### src/rtl/ssr_pkg.sv
package ssr_pkg;
  typedef enum logic {FR_IDLE, FR_SHIFT} fr_state_e;

  function automatic int unsigned bits_per_frame(input logic pk32, input int unsigned word_w);
    return pk32 ? 2 * word_w : word_w;
  endfunction
endpackage

### src/rtl/ssr_sync.sv
module ssr_sync #(
  parameter int STAGES = 2,
  parameter int WIDTH  = 1
) (
  input  logic             clk,
  input  logic             rst,
  input  logic [WIDTH-1:0] din,
  output logic [WIDTH-1:0] dout
);
  logic [WIDTH-1:0] stg [STAGES];

  always_ff @(posedge clk) begin
    if (rst) stg[0] <= '0;
    else     stg[0] <= din;
  end

  generate
    for (genvar s = 1; s < STAGES; s++) begin : g_stage
      always_ff @(posedge clk) begin
        if (rst) stg[s] <= '0;
        else     stg[s] <= stg[s-1];
      end
    end
  endgenerate

  assign dout = stg[STAGES-1];
endmodule

### src/rtl/ssr_edge.sv
module ssr_edge #(
  parameter int SYNC_STAGES = 2
) (
  input  logic clk,
  input  logic rst,
  input  logic cfg_fall_edge,
  input  logic cfg_strobe_low,
  input  logic ser_clk,
  input  logic ser_frame,
  input  logic ser_data,
  output logic bit_stb,
  output logic bit_val,
  output logic frm_act
);
  logic [2:0] raw;
  logic [2:0] syn;
  logic       clk_prev;
  logic       lvl_now;
  logic       lvl_prev;

  assign raw = {ser_clk, ser_frame, ser_data};

  ssr_sync #(.STAGES(SYNC_STAGES), .WIDTH(3)) u_sync (
    .clk (clk),
    .rst (rst),
    .din (raw),
    .dout(syn)
  );

  always_ff @(posedge clk) begin
    if (rst) clk_prev <= 1'b0;
    else     clk_prev <= syn[2];
  end

  assign lvl_now  = syn[2]   ^ cfg_fall_edge;
  assign lvl_prev = clk_prev ^ cfg_fall_edge;
  assign bit_stb  = lvl_now & ~lvl_prev;
  assign bit_val  = syn[0];
  assign frm_act  = syn[1] ^ cfg_strobe_low;
endmodule

### src/rtl/ssr_framer.sv
module ssr_framer
  import ssr_pkg::*;
#(
  parameter int WORD_W = 16
) (
  input  logic              clk,
  input  logic              rst,
  input  logic              cfg_packed32,
  input  logic              bit_stb,
  input  logic              bit_val,
  input  logic              frm_act,
  output logic              done,
  output logic [2*WORD_W-1:0] word,
  output logic              err
);
  localparam int FULL_W = 2 * WORD_W;
  localparam int CNT_W  = $clog2(FULL_W);
  localparam logic [CNT_W-1:0] LAST_PK = CNT_W'(bits_per_frame(1'b1, WORD_W) - 1);
  localparam logic [CNT_W-1:0] LAST_SG = CNT_W'(bits_per_frame(1'b0, WORD_W) - 1);

  fr_state_e         state;
  logic [CNT_W-1:0]  cnt;
  logic [FULL_W-1:0] sr;
  logic              armed;
  logic [CNT_W-1:0]  last_idx;

  assign last_idx = cfg_packed32 ? LAST_PK : LAST_SG;

  always_ff @(posedge clk) begin
    if (rst) begin
      state <= FR_IDLE;
      cnt   <= '0;
      sr    <= '0;
      armed <= 1'b0;
      done  <= 1'b0;
      err   <= 1'b0;
      word  <= '0;
    end else begin
      done <= 1'b0;
      err  <= 1'b0;
      if (bit_stb) begin
        unique case (state)
          FR_IDLE: begin
            if (frm_act && armed) begin
              state <= FR_SHIFT;
              cnt   <= '0;
              armed <= 1'b0;
            end else if (frm_act) begin
              err <= 1'b1;
            end else begin
              armed <= 1'b1;
            end
          end
          FR_SHIFT: begin
            if (!frm_act) armed <= 1'b1;
            sr <= {sr[FULL_W-2:0], bit_val};
            if (cnt == last_idx) begin
              state <= FR_IDLE;
              done  <= 1'b1;
              word  <= {sr[FULL_W-2:0], bit_val};
            end else begin
              cnt <= cnt + 1'b1;
            end
          end
          default: state <= FR_IDLE;
        endcase
      end
    end
  end
endmodule

### src/rtl/ssr_assembler.sv
module ssr_assembler #(
  parameter int WORD_W = 16
) (
  input  logic                clk,
  input  logic                rst,
  input  logic                cfg_packed32,
  input  logic                cfg_complex,
  input  logic                done,
  input  logic [2*WORD_W-1:0] word,
  output logic [WORD_W-1:0]   out_i,
  output logic [WORD_W-1:0]   out_q,
  output logic                out_valid
);
  logic [WORD_W-1:0] i_hold;
  logic              q_phase;
  logic [WORD_W-1:0] hi_w;
  logic [WORD_W-1:0] lo_w;

  assign hi_w = word[2*WORD_W-1:WORD_W];
  assign lo_w = word[WORD_W-1:0];

  always_ff @(posedge clk) begin
    if (rst) begin
      out_i     <= '0;
      out_q     <= '0;
      out_valid <= 1'b0;
      i_hold    <= '0;
      q_phase   <= 1'b0;
    end else begin
      out_valid <= 1'b0;
      if (done) begin
        if (cfg_packed32) begin
          out_i     <= hi_w;
          out_q     <= cfg_complex ? lo_w : '0;
          out_valid <= 1'b1;
        end else if (!cfg_complex) begin
          out_i     <= lo_w;
          out_q     <= '0;
          out_valid <= 1'b1;
        end else if (!q_phase) begin
          i_hold  <= lo_w;
          q_phase <= 1'b1;
        end else begin
          out_i     <= i_hold;
          out_q     <= lo_w;
          out_valid <= 1'b1;
          q_phase   <= 1'b0;
        end
      end
    end
  end
endmodule

### src/rtl/ssr_deadline.sv
module ssr_deadline (
  input  logic clk,
  input  logic rst,
  input  logic smp_req,
  input  logic served_now,
  output logic late_err
);
  logic pending;
  logic served;

  always_ff @(posedge clk) begin
    if (rst) begin
      pending  <= 1'b0;
      served   <= 1'b0;
      late_err <= 1'b0;
    end else begin
      late_err <= 1'b0;
      if (smp_req) begin
        if (pending && !served && !served_now) late_err <= 1'b1;
        pending <= 1'b1;
        served  <= 1'b0;
      end else if (served_now) begin
        served <= 1'b1;
      end
    end
  end
endmodule

### src/rtl/serial_sample_rx.sv
module serial_sample_rx #(
  parameter int WORD_W      = 16,
  parameter int SYNC_STAGES = 2
) (
  input  logic              clk,
  input  logic              rst,
  input  logic              cfg_fall_edge,
  input  logic              cfg_strobe_low,
  input  logic              cfg_packed32,
  input  logic              cfg_complex,
  input  logic              ser_clk,
  input  logic              ser_frame,
  input  logic              ser_data,
  input  logic              smp_req,
  output logic [WORD_W-1:0] out_i,
  output logic [WORD_W-1:0] out_q,
  output logic              out_valid,
  output logic              frame_err,
  output logic              late_err
);
  logic                bit_stb;
  logic                bit_val;
  logic                frm_act;
  logic                fr_done;
  logic [2*WORD_W-1:0] fr_word;

  ssr_edge #(.SYNC_STAGES(SYNC_STAGES)) u_edge (
    .clk           (clk),
    .rst           (rst),
    .cfg_fall_edge (cfg_fall_edge),
    .cfg_strobe_low(cfg_strobe_low),
    .ser_clk       (ser_clk),
    .ser_frame     (ser_frame),
    .ser_data      (ser_data),
    .bit_stb       (bit_stb),
    .bit_val       (bit_val),
    .frm_act       (frm_act)
  );

  ssr_framer #(.WORD_W(WORD_W)) u_framer (
    .clk         (clk),
    .rst         (rst),
    .cfg_packed32(cfg_packed32),
    .bit_stb     (bit_stb),
    .bit_val     (bit_val),
    .frm_act     (frm_act),
    .done        (fr_done),
    .word        (fr_word),
    .err         (frame_err)
  );

  ssr_assembler #(.WORD_W(WORD_W)) u_asm (
    .clk         (clk),
    .rst         (rst),
    .cfg_packed32(cfg_packed32),
    .cfg_complex (cfg_complex),
    .done        (fr_done),
    .word        (fr_word),
    .out_i       (out_i),
    .out_q       (out_q),
    .out_valid   (out_valid)
  );

  ssr_deadline u_dl (
    .clk       (clk),
    .rst       (rst),
    .smp_req   (smp_req),
    .served_now(out_valid),
    .late_err  (late_err)
  );
endmodule

### config.mk
export PLATFORM = sky130hd
export DESIGN_NAME = serial_sample_rx
export DESIGN_NICKNAME = d
export VERILOG_FILES = /design/src/rtl/ssr_pkg.sv /design/src/rtl/ssr_sync.sv /design/src/rtl/ssr_edge.sv /design/src/rtl/ssr_framer.sv /design/src/rtl/ssr_assembler.sv /design/src/rtl/ssr_deadline.sv /design/src/rtl/serial_sample_rx.sv
export SDC_FILE = /design/constraint.sdc
export NUM_CORES = 1
export LEC_CHECK = 0
export ABC_AREA = 0
export BUFFER_PORTS_ARGS = -buffer_cell sky130_fd_sc_hd__buf_2
export CAP_MARGIN = 20
export CELL_PAD_IN_SITES_DETAIL_PLACEMENT = 1
export CELL_PAD_IN_SITES_GLOBAL_PLACEMENT = 2
export CORE_UTILIZATION = 37
export DETAILED_ROUTE_END_ITERATION = 16
export GPL_TIMING_DRIVEN = 0
export PLACE_DENSITY_LB_ADDON = 0.1
export SLEW_MARGIN = 25
export SYNTH_ARGS = -nofsm -noshare
export SYNTH_HDL_FRONTEND = slang
export SYNTH_HIERARCHICAL = 1
export SYNTH_SLANG_ARGS = --single-unit
### constraint.sdc
create_clock -name clk -period 2 [get_ports clk]
set_clock_uncertainty 0.05 [all_clocks]
set_input_delay 0.2 -clock clk [delete_from_list [all_inputs] [get_ports clk]]
set_output_delay 0.2 -clock clk [all_outputs]
set_load 0.03 [all_outputs]
## Yosys cells after proc, flatten, opt, wreduce, memory -nomap -nowiden

Memory sizes are Yosys's and may differ from the RTL's.
Cells that the tools add are included.

- Memories kept: 1
- Bits in registers: 126
- Output and inout port bits: 35
- RAM bits: 6
- Word-level logic and storage cells: 80
- Input port bits: 10

- Reduce and logical (&&, ||, !) cells: 16
- Bitwise gates (word level): 13
- Equal/unequal tests: 4
- $add $sub $neg: 1
- Multiplexer cells: 29

Memories:

| name | words | bits a word | rd ports | clocked after Yosys merged registers in | write ports | RTL line | RTL |
|---|---|---|---|---|---|---|---|
| u_edge.u_sync.stg | 2 | 3 | 2 | 0 | 2 | ssr_sync.sv:10 | `logic [WIDTH-1:0] stg [STAGES];` |

Operator list:

| operator | number |
|---|---|
| two-way mux 16 bit | 7 |
| two-way mux 5 bit | 3 |
| two-way mux 1 bit | 14 |
| case mux 5 bit (2 select lines) | 1 |
| AND reduction 3 bit | 3 |
| inverter 1 bit | 7 |
| two-way mux 3 bit | 2 |
| OR reduction 2 bit | 3 |
| adder 5 x 1 -> 5 bit (second input constant) | 1 |
| == test 5 bit | 1 |
| case mux 1 bit (2 select lines) | 2 |
| AND reduction 2 bit | 2 |
| AND reduction 4 bit | 1 |
| OR reduction 4 bit | 1 |
| logical AND 1 bit | 3 |
| != test 3 x 2 -> 1 bit (second input constant) | 1 |
| OR reduction 3 bit | 1 |
| XOR 1 bit | 3 |
| zero test 1 bit | 2 |
| != test 2 x 1 -> 1 bit (second input constant) | 1 |
| != test 2 bit (second input constant) | 1 |
| bitwise OR 1 bit | 2 |
| bitwise AND 1 bit | 1 |

## Logic depth before layout (Yosys ltp)

- Word-level depth: 5
- Gate-level depth with buffers: 7
- Mapped depth without buffers: 5

## Cells and area by module

The synthesis kept the hierarchy.

By module, submodules not included:

| module | cells each | sequential area each (µm²) | area each (µm²) | times used |
|---|---|---|---|---|
| ssr_framer | 339 | 1441.4 | 2987.9 | 1 |
| ssr_assembler | 208 | 1001.0 | 2015.7 | 1 |
| ssr_sync | 12 | 120.1 | 157.7 | 1 |
| ssr_deadline | 8 | 60.1 | 88.8 | 1 |
| ssr_edge | 6 | 20.0 | 57.6 | 1 |

## Least setup slack after synthesis

No wires, ideal clock.

- Path kind: register to register
- From: reg u_edge.clk_prev
- To: reg u_framer.word[2]
- Cell stages (with the launch flop): 8
- Arrival time: 1441 ps
- Path buffers: 2
- Path slack: 442 ps
- Cell sequence: dfxtp_1 nand2b_1 o21ai_2 and2_1 buf_4 clkbuf_1 nand4_1 a21oi_2

- Longest elaborated chain between the ends: 4

Ends and longest elaborated chain:

| what | RTL line | RTL |
|---|---|---|
| start: declaration | ssr_edge.sv:17 | `logic clk_prev;` |
| start signal: assignment | ssr_edge.sv:32 | `else clk_prev <= syn[2];` |
| XOR 1 bit | ssr_edge.sv:36 | `assign lvl_prev = clk_prev ^ cfg_fall_edge;` |
| inverter 1 bit | ssr_edge.sv:37 | `assign bit_stb = lvl_now & ~lvl_prev;` |
| bitwise AND 1 bit | ssr_edge.sv:37 |  |
| named net bit_stb | serial_sample_rx.sv:21 | `logic bit_stb;` |
| AND reduction 3 bit (no line) | - |  |
| end signal: assignment | ssr_framer.sv:60 | `word <= {sr[FULL_W-2:0], bit_val};` |
| end: declaration | ssr_framer.sv:13 | `output logic [2*WORD_W-1:0] word,` |

The timed path passes the listed nets, and every way through them passes these cells.
A chain may end at the register's enable or synchronous reset.

## Worst setup path in the final report

- From: reg u_edge.clk_prev
- To: reg u_framer.word[31]

Same word-level chain as after synthesis.

==> qor.txt <==
Overflow after GRT = 0
Buffer type at the clock tree root = clkbuf_16
Floorplan die width = 122 µm
Cell Int Power = 4820 µW
Most used cell along the critical path = buf_2
Share of total power in sequential cells = 43.3%
Vias post-DR = 4556
Clock transition at the registers of the reported paths = 60 ps
Max Buffers Root-to-Sink = 2
Critical path, cell by cell = nand2b_1, o21ai_4, nand2_1, buf_2, buf_2, o31ai_1, a21oi_1
Highest net fanout along the worst path = 10
Final WL = 15.8 mm
Iter 0 DRT Violations = 249
Switching Fraction = 21.1%
Depth of the CTS H-tree = 4
I/O pin count = 45
Largest voltage drop on the vdd net = 0.616 mV
Unrepaired setup endpoints after global routing = no
Final count of hold timing violations = 0
Outcome = completed
Antenna-violating nets left = 0
Final GP Congestion = 0.763
Actual slew at the worst max-slew pin = 693 ps
Wire length of the first global-routing pass = 24.9 mm
WL/cell = 19.0 µm
Final HPWL DP = 11.3 mm
Total power per unit cell area = 948 nW/µm²
Sequential cell area = 2640 µm²
Floorplan die area = 14800 µm²
Vias/cell = 5.48
Largest cells by area after synthesis = dfxtp_1, nand2_1, a21oi_1
Number of iterations in the first detailed-routing pass = 4
Leak = 0.00234 µW
Critical Path Max Stage Delay = 300 ps
#FFs+latches synth = 132
Footprint of the multi-input gates = 2380 µm²
Worst min-delay path class = input pin to flip-flop
Number of global-route vias before repair = 4547
Worst relative slew slack = 53.8%
Relative contribution of combinational cells to total power = 3.4%
Site Rows = 43
Period utilisation layout = 92.8%
CP delay by family, top = compound AO/OA/AOI/OAI gates
Required @ worst endpoint = 2230 ps
Switching power total = 1290 µW
Cell area after technology mapping = 5310 µm²
CTS tree = built
Most used cells in the layout excluding fill and tap cells = dfxtp_1, nand2_1, a21oi_1, buf_2, nand4_1
Core Box Area = 13900 µm²
Number of instances in the synthesized netlist = 573
Worst slack, placed = -199 ps
Most frequent standard cell in the layout excluding fill and tap cells = dfxtp_1
Bufs and invs on worst path = 2
Filler Cell Count = 1624
Maximum number of pins on one net before global-route repair = 17
Number of I/O port buffers = 43
Antenna diode count = 0
Per-instance average area after synthesis = 9.26 µm²
Category of the critical setup timing path = flip-flop to flip-flop
Global Route Usage Sum = 22.6%
Overall die height = 122 µm
Synth top area share = 49.8%
Sort of element at the start of the critical path = flip-flop
Synth Net Count = 584
Starting utilization of the core area = 38.1%
Share of post-route cells with drive strength above 1 = 20.4%
Part of the total power dissipated in the clock network = 53.3%
Antenna violations before repair = 0
Max capacitance violation total = 0
Clock latency on the worst-skew pair = 430 ps
Finish-stage setup viols = 0
Synthesis warning total = 6
Final net count = 650
Number of distinct library cells after synthesis = 47
Final Max Slew Viols = 0
CP endpoint kind = flip-flop
Post-route DRC = 0
Min cycle time layout = 1860 ps
Final Worst Setup Slack = 144 ps
CTS Sinks = 132
Cell type of the slowest stage on the worst timing path = dfxtp_1
Post-layout power = 6110 µW
Leading area contributor after synthesis = dfxtp_1
Clock buffers created by TritonCTS = 17
Post-synthesis to final-layout area growth = 21.3%
Max Clk Rate = 0.539 GHz
Register area share after synthesis = 49.8%
Signal arrival time at the worst endpoint = 2090 ps
## final cells by class
cell class / instances / area share [%]
timing repair buffer: 47 / 3.97
multi-input combinational: 382 / 36.9
inverter: 3 / 0.175
buffer: 56 / 4.72
clock buffer: 23 / 7.74
clock inverter: 9 / 1.92
sequential: 132 / 41.0
tap: 180 / 3.50
## cell families (layout without fill, tap and decap cells)
kind of cell | after synthesis | count (layout) | share of synthesized area, %
compound gates | 182 | 182 | 24.8
xor+xnor | 3 | 3 | 0.778
fa+ha+maj | 1 | 1 | 0.236
buf+inv | 59 | 138 | 5.85
flops | 132 | 132 | 49.8
simple gates | 196 | 196 | 18.5
## final timing paths
check	from	to	slack, ps	cells past startpoint
worst max-delay path	u_edge/clk_prev	u_framer/word[31]	140	7
worst max register to register	u_edge/clk_prev	u_framer/word[31]	140	7
worst min-delay path	cfg_packed32	u_framer/cnt[4]	80	3
worst min register to register	u_edge/u_sync/stg[0][1]	u_edge/u_sync/stg[1][1]	400	1
## state kept, by name (all words and copies together) (netlist names)
register / flops
u_asm/i_hold: 16
u_asm/out_i: 16
u_asm/out_q: 16
u_asm/out_valid: 1
u_asm/q_phase: 1
u_dl/late_err: 1
u_dl/pending: 1
u_dl/served: 1
u_edge/clk_prev: 1
u_edge/u_sync/stg: 6
u_framer/armed: 1
u_framer/cnt: 5
u_framer/done: 1
u_framer/err: 1
u_framer/sr: 31
u_framer/state: 1
u_framer/word: 32
## worst reg2reg max path: stages, from the launching register on
cell and delay (ps):
dfxtp_1 300, nand2b_1 170, o21ai_4 240, nand2_1 110, buf_2 230, buf_2 220, o31ai_1 290, a21oi_1 110
## power by group through the flow
stage                     registers [µW]  logic, µW  clock network (µW)
after floorplan                     2700        124                   0
after global placement              2700        195                   0
after detailed placement            2700        198                   0
after CTS                           2640        205                3340
after global routing                2640        225                3440
final                               2640        206                3260
## per-stage QoR
stage | hold slack [ps] | setup TNS [ps] | area (µm²) | cells | utilization (%)
detailed placement | 353 | -1900 | 5750 | 796 | 41.2
finish | 82.6 | 0 | 6440 | 832 | 46.2
CTS | 69.1 | 0 | 6410 | 832 | 46.0
global placement | 341 | -1210 | 5750 | 796 | 41.2
global route | 115 | 0 | 6440 | 832 | 46.2
floorplan | 222 | 0 | 5310 | 573 | -
## cell usage after synthesis (all sizes together)
library cell,instances
nor4b,1
ha,1
nand4,34
nand2b,18
xor2,2
a21oi,83
o2111ai,2
a21o,1
clkbuf,26
a31oi,4
nor2,5
a2111oi,1
nand3b,1
o31ai,32
nand3,6
nor3,2
a32o,16
nor4,1
or3b,1
a211o,16
and3b,1
and2,1
nand4bb,1
and4b,1
buf,30
nor4bb,1
a22o,16
a2bb2oi,1
o21ai,5
o21a,1
dfxtp,132
nand2,98
xnor2,1
a211oi,3
a311o,1
nor2b,23
inv,3
and3,1
## repair_timing
action	CTS	global route
setup buffers	0	0
endpoints found under the hold margin	5	0
resized for setup	0	12
hold buffers	4	0
setup endpoints to repair	0	62
## layer usage
layer / track usage [%] / wire (µm) / vias up
met5: 0 / 0 / -
li1: - / - / 2203
met4: 9.72 / 391 / 0
met1: 29.1 / 7340 / 2233
met3: 5.10 / 662 / 28
met2: 36.2 / 7400 / 92
Note: power is estimated with default switching activity, not from simulation.
